`config.mk`:
```
export PLATFORM = sky130hd
export DESIGN_NAME = ahb_burst_addr_gen
export DESIGN_NICKNAME = d
export VERILOG_FILES = /design/src/rtl/ahb_ag_pkg.sv /design/src/rtl/ahb_ag_req_check.sv /design/src/rtl/ahb_ag_addr_step.sv /design/src/rtl/ahb_burst_addr_gen.sv
export SDC_FILE = /design/constraint.sdc
export NUM_CORES = 1
export LEC_CHECK = 0
export BUFFER_PORTS_ARGS = -buffer_cell sky130_fd_sc_hd__buf_4
export CORE_MARGIN = 3
export CORE_UTILIZATION = 56
export DETAILED_ROUTE_END_ITERATION = 12
export PLACE_DENSITY = 0.78
export SLEW_MARGIN = 20
export SYNTH_ARGS = -nofsm -noshare
export SYNTH_HDL_FRONTEND = slang
export SYNTH_SLANG_ARGS = --single-unit
```
`constraint.sdc`:
```
create_clock -name clk -period 3.6 [get_ports clk]
set_input_delay 0.18 -clock clk [delete_from_list [all_inputs] [get_ports clk]]
set_output_delay 0.18 -clock clk [all_outputs]
set_load 0.05 [all_outputs]
```
`src/rtl/ahb_ag_pkg.sv`:
```
package ahb_ag_pkg;

    typedef enum logic [1:0] {
        HT_IDLE   = 2'b00,
        HT_BUSY   = 2'b01,
        HT_NONSEQ = 2'b10,
        HT_SEQ    = 2'b11
    } htrans_e;

    // burst code with no defined length; not supported by this unit
    localparam logic [2:0] BURST_UNDEF_LEN = 3'b001;
    localparam logic [2:0] BURST_ONE       = 3'b000;

endpackage

```
`src/rtl/ahb_ag_req_check.sv`:
```
module ahb_ag_req_check #(
    parameter int ADDR_W = 32,
    parameter int DATA_W = 64
) (
    input  logic [ADDR_W-1:0] addr,
    input  logic [2:0]        burst,
    input  logic [2:0]        size,
    output logic              legal,
    output logic [4:0]        beats
);
    import ahb_ag_pkg::*;

    localparam int MAX_SIZE = $clog2(DATA_W / 8);

    logic [ADDR_W-1:0] low_mask;
    logic              misaligned;
    logic              oversize;

    always_comb begin
        low_mask   = (ADDR_W'(1) << size) - ADDR_W'(1);
        misaligned = (addr & low_mask) != '0;
        oversize   = size > 3'(MAX_SIZE);
        legal      = !misaligned && !oversize && (burst != BURST_UNDEF_LEN);
        beats      = (burst == BURST_ONE) ? 5'd1 : (5'd2 << burst[2:1]);
    end

endmodule

```
`src/rtl/ahb_ag_addr_step.sv`:
```
module ahb_ag_addr_step #(
    parameter int ADDR_W = 32
) (
    input  logic [ADDR_W-1:0] addr,
    input  logic [2:0]        burst,
    input  logic [2:0]        size,
    output logic [ADDR_W-1:0] next_addr
);
    logic [ADDR_W-1:0] step;
    logic [ADDR_W-1:0] window;
    logic [ADDR_W-1:0] win_mask;
    logic [ADDR_W-1:0] incr;
    logic              wrapping;

    always_comb begin
        step      = ADDR_W'(1) << size;
        // beats per burst are 4/8/16 for codes 01x/10x/11x
        window    = ADDR_W'(5'd2 << burst[2:1]) << size;
        win_mask  = window - ADDR_W'(1);
        incr      = addr + step;
        wrapping  = (burst != 3'b000) && !burst[0];
        next_addr = wrapping ? ((addr & ~win_mask) | (incr & win_mask)) : incr;
    end

endmodule

```
`src/rtl/ahb_burst_addr_gen.sv`:
```
module ahb_burst_addr_gen #(
    parameter int ADDR_W = 32,
    parameter int DATA_W = 64
) (
    input  logic              clk,
    input  logic              rst_n,
    input  logic              req_valid,
    input  logic [ADDR_W-1:0] req_addr,
    input  logic [2:0]        req_burst,
    input  logic [2:0]        req_size,
    input  logic              req_write,
    output logic              req_ready,
    output logic              req_error,
    output logic              busy,
    output logic [ADDR_W-1:0] haddr,
    output logic [1:0]        htrans,
    output logic [2:0]        hburst,
    output logic [2:0]        hsize,
    output logic              hwrite,
    input  logic              hready
);
    import ahb_ag_pkg::*;

    typedef struct packed {
        logic              active;
        logic              first;
        logic [ADDR_W-1:0] addr;
        logic [2:0]        burst;
        logic [2:0]        size;
        logic              write;
        logic [4:0]        left;
    } gen_state_t;

    gen_state_t st_d, st_q;

    logic              req_legal;
    logic [4:0]        req_beats;
    logic [ADDR_W-1:0] step_addr;
    logic              last_beat;
    logic              take;

    ahb_ag_req_check #(
        .ADDR_W (ADDR_W),
        .DATA_W (DATA_W)
    ) check_i (
        .addr  (req_addr),
        .burst (req_burst),
        .size  (req_size),
        .legal (req_legal),
        .beats (req_beats)
    );

    ahb_ag_addr_step #(
        .ADDR_W (ADDR_W)
    ) step_i (
        .addr      (st_q.addr),
        .burst     (st_q.burst),
        .size      (st_q.size),
        .next_addr (step_addr)
    );

    always_comb begin
        last_beat = st_q.active && (st_q.left == 5'd1);
        req_ready = !st_q.active || (hready && last_beat);
        req_error = req_valid && req_ready && !req_legal;
        take      = req_valid && req_ready && req_legal;

        st_d = st_q;
        if (st_q.active && hready) begin
            if (last_beat) begin
                st_d.active = 1'b0;
            end else begin
                st_d.addr  = step_addr;
                st_d.left  = st_q.left - 5'd1;
                st_d.first = 1'b0;
            end
        end
        if (take) begin
            st_d.active = 1'b1;
            st_d.first  = 1'b1;
            st_d.addr   = req_addr;
            st_d.burst  = req_burst;
            st_d.size   = req_size;
            st_d.write  = req_write;
            st_d.left   = req_beats;
        end
    end

    always_ff @(posedge clk or negedge rst_n) begin
        if (!rst_n) begin
            st_q <= '0;
        end else begin
            st_q <= st_d;
        end
    end

    always_comb begin
        busy   = st_q.active;
        haddr  = st_q.addr;
        hburst = st_q.burst;
        hsize  = st_q.size;
        hwrite = st_q.write;
        if (!st_q.active) begin
            htrans = HT_IDLE;
        end else if (st_q.first) begin
            htrans = HT_NONSEQ;
        end else begin
            htrans = HT_SEQ;
        end
    end

endmodule

```
==> flow_summary_export.csv <==
group,metric,value,unit
outcome,status,"completed",
logic_synthesis,synth_compound_area_share,15.9,%
worst_setup_path,startpoint_type,"register",
power,internal-power,1.98,mW
cts,clock-root-buffer,"clkbuf_8",
logic_synthesis,yosys_warnings,0,
power,seq_power_share,26.6,%
logic_synthesis,synth_area_leader_cell,"dfrtp_1",
timing,drv_slew,0,
cts,cts_sinks,46,
detailed_routing,met3_length,840,um
detailed_routing,post_drt_via_cell_ratio,6.01,
flow_run,max_cap_violations,0,
cts,cts_buffer_depth,2,
cts,cts_setup_buffers,0,
worst_setup_path,cp-startpoint,"hsize[0]$_DFFE_PN0P_",
timing,rsz0062_at_grt,"no",
timing,max_slew.worst_pin.slew,0.999,ns
timing,layout_setup_ws,0.411,ns
logic_synthesis,ys.flop_type,"dfrtp_1",
global_routing,grt_max_degree,47,
cts,cts_buffers,5,
global_routing,grt-ovfl-total,0,
power,switching_power,2.21,mW
timing,setup_viol,0,
detailed_routing,drt-total-wl,10400,um
finish,nets,546,
logic_synthesis,yosys.area_share.adder,4.86,%
finish,drive_gt1_share,28.4,%
logic_synthesis,post_synth_xor_area_fraction,7.20,%
detailed_routing,dr.pass1.iters,5,
worst_setup_path,rr_startpoint,"hsize[0]$_DFFE_PN0P_",
logic_synthesis,synthTopCellsByArea,"dfrtp_1, mux2_4, buf_4, xnor2_1, ha_1",
detailed_routing,vias,3518,
timing,fin_crit,3.19,ns
floorplanning,die_h,90.7,um
power,switching_share,52.7,%
detailed_routing,routedWlPerCell,17.8,um
floorplanning,start_util,58.4,%
placed_design,post-place-ws,0.471,ns
worst_setup_path,crit_cells,9,
logic_synthesis,synth_cells,449,
finish,diodes,0,
placed_design,dpl_cell_area,4440,um^2
timing,finalHoldWorstSlack,0.0896,ns
cts,cts-resized-gates,0,
global_routing,grt_pass1_vias,3469,
logic_synthesis,yosys.area_share.simple,19.8,%
detailed_routing,wl_met1,4470,um
placed_design,port_buffers,86,
detailed_routing,postRouteAntennaNets,0,
worst_setup_path,cp_data_arrival_time,3.40,ns
worst_setup_path,cp.required,3.81,ns
timing,max_slew_margin,33.4,%
detailed_routing,dr_wl_met2,4900,um
logic_synthesis,synth_top_family_by_area,"simple AND/OR/NAND/NOR gates",
worst_setup_path,r2r_cells,9,
placed_design,hpwl,7650,um
cts,clk_pin_slew_worst_paths,0.10,ns
worst_setup_path,crit_fanout,24,
finish,stdcell_area,4560,um^2
worst_setup_path,critPathTopFamily,"compound AO/OA/AOI/OAI gates",
timing,fmax,314,MHz
placed_design,gp_congestion,0.926,
logic_synthesis,synthDistinctLibCells,63,
floorplanning,rows,30,
logic_synthesis,synthMuxAreaShare,11.5,%
floorplanning,die_w,90.7,um
worst_setup_path,regToRegSetupSlack,0.41,ns
worst_setup_path,end_kind,"register",
power,power_leakage,2.12,nW
finish,syn2layout_area_growth,13.7,%
power,power_density,918,nW/um^2
detailed_routing,drc,0,
global_routing,grt_pass1_wl,17100,um
cts,cts_hold_buf,1,
global_routing,antenna_found_initial,0,
logic_synthesis,syn_avg_cell_area,8.94,um^2
global_routing,grtUsageTotal,25.5,%
detailed_routing,highest_layer,"met4",
cts,htreeDepth,2,
power,power_frac_clock,9.8,%
logic_synthesis,ys_seq_elements,46,
logic_synthesis,synth_top_area_share,28.7,%
worst_setup_path,worst_path_max_delay_cell,"a21oi_1",
power,pwr-share-comb,63.6,%
worst_setup_path,criticalPathCategory,"reg2reg",
worst_setup_path,cp.buffers_inverters,1,
logic_synthesis,syn_nets,507,
timing,finClkSkew,0.00607,ns
floorplanning,core_area,6870,um^2
detailed_routing,initialDrtViolationCount,258,
floorplanning,io_pins,87,
floorplanning,die_area,8220,um^2
min_path,hold_class,"in2reg",
cts,cts_tree,"done",
timing,final.setup.tns,0,ns
logic_synthesis,synth-edff-count,0,
timing,hold_viol,0,
logic_synthesis,syn_area,4010,um^2
cts,clock_latency,0.31,ns
worst_setup_path,crit_path_max_incr_delay,0.84,ns
worst_setup_path,cp_cell_sequence,"nand2_1 > inv_1 > ha_1 > a21o_1 > nand4_1 > a21oi_1 > o2111ai_1 > xnor2_1 > mux2_4",
timing,period_share,88.6,%
logic_synthesis,async_reset_ff_share,100,%
power,peakVddDrop,0.000499,V
logic_synthesis,synth-seq-area-share,28.7,%
synthesized netlist by cell type, types with 4 or more instances:
library cell,instances
nor2b_1,5
inv_1,17
xnor2_1,26
and3_1,7
xor2_1,7
nor3_1,13
mux2_2,4
buf_2,4
nand2_1,29
o211ai_1,7
nand4_1,8
nand3_1,19
nand2b_1,4
o2111ai_1,7
dfrtp_1,46
nor2_1,24
mux2i_1,6
mux2_4,23
clkbuf_1,16
ha_1,14
o21ai_0,23
and2_1,4
or3_1,4
buf_4,40
a21oi_1,18
nor4_1,8
cell type report:
type | instances | area (um^2)
Multi-Input combinational cell | 322 | 2380
Fill cell | 594 | 2300
Sequential cell | 46 | 1150
Timing Repair Buffer | 96 | 736
Tap cell | 96 | 120
Clock buffer | 5 | 68.8
Inverter | 17 | 63.8
Clock inverter | 3 | 43.8
per-stage QoR:
| step | total power, mW | std cells | util (%) |
|---|---|---|---|
| 6_report | 4.19 | 585 | 66.4 |
| 5_1_grt | 4.43 | 585 | 66.4 |
| 4_1_cts | 4.18 | 585 | 66.4 |
| 3_5_place_dp | 3.77 | 576 | 64.7 |
| 3_3_place_gp | 3.72 | 576 | 64.7 |
| 2_1_floorplan | 3.30 | 449 | - |
layer usage:
metal / global-route usage [%] / up-vias
met5: 0 / -
met4: 8.04 / 0
met3: 5.00 / 21
met2: 41.3 / 158
met1: 34.4 / 1683
li1: - / 1656
layout by cell type (no fill, tap or decap), types with 17 or more instances in the layout:
| cell type | Yosys | final |
|---|---|---|
| buf_4 | 40 | 94 |
| nand2_1 | 29 | 29 |
| nand3_1 | 19 | 19 |
| dfrtp_1 | 46 | 46 |
| a21oi_1 | 18 | 18 |
| o21ai_0 | 23 | 23 |
| nor2_1 | 24 | 24 |
| inv_1 | 17 | 17 |
| xnor2_1 | 26 | 26 |
| mux2_4 | 23 | 23 |
logic make-up after synthesis:
group,after synthesis
mux,34
xor+xnor,33
compound gates,93
simple gates,147
buf+inv,81
fa+ha+maj,15
flops,46
worst min path at each step:
| stage | slack, ns | end | depth (start not counted) | from |
|---|---|---|---|---|
| 2_1_floorplan | -0.12 | asynchronous set/reset pin | 0 | rst_n |
| 3_3_place_gp | 0.23 | asynchronous set/reset pin | 1 | rst_n |
| 3_5_place_dp | 0.23 | asynchronous set/reset pin | 1 | rst_n |
| 4_1_cts | 0.09 | register | 2 | req_addr[9] |
| 5_1_grt | 0.08 | register | 2 | req_addr[17] |
| 6_report | 0.09 | register | 2 | req_addr[9] |
power groups by stage:
stage	combinational [mW]	clock, mW	sequential, mW
after CTS	2.67	0.412	1.11
final	2.67	0.410	1.11
after global placement	2.61	0	1.11
after global routing	2.84	0.430	1.16
after detailed placement	2.65	0	1.12
after floorplan	2.28	0	1.02
(Power assumes the default switching activity.)
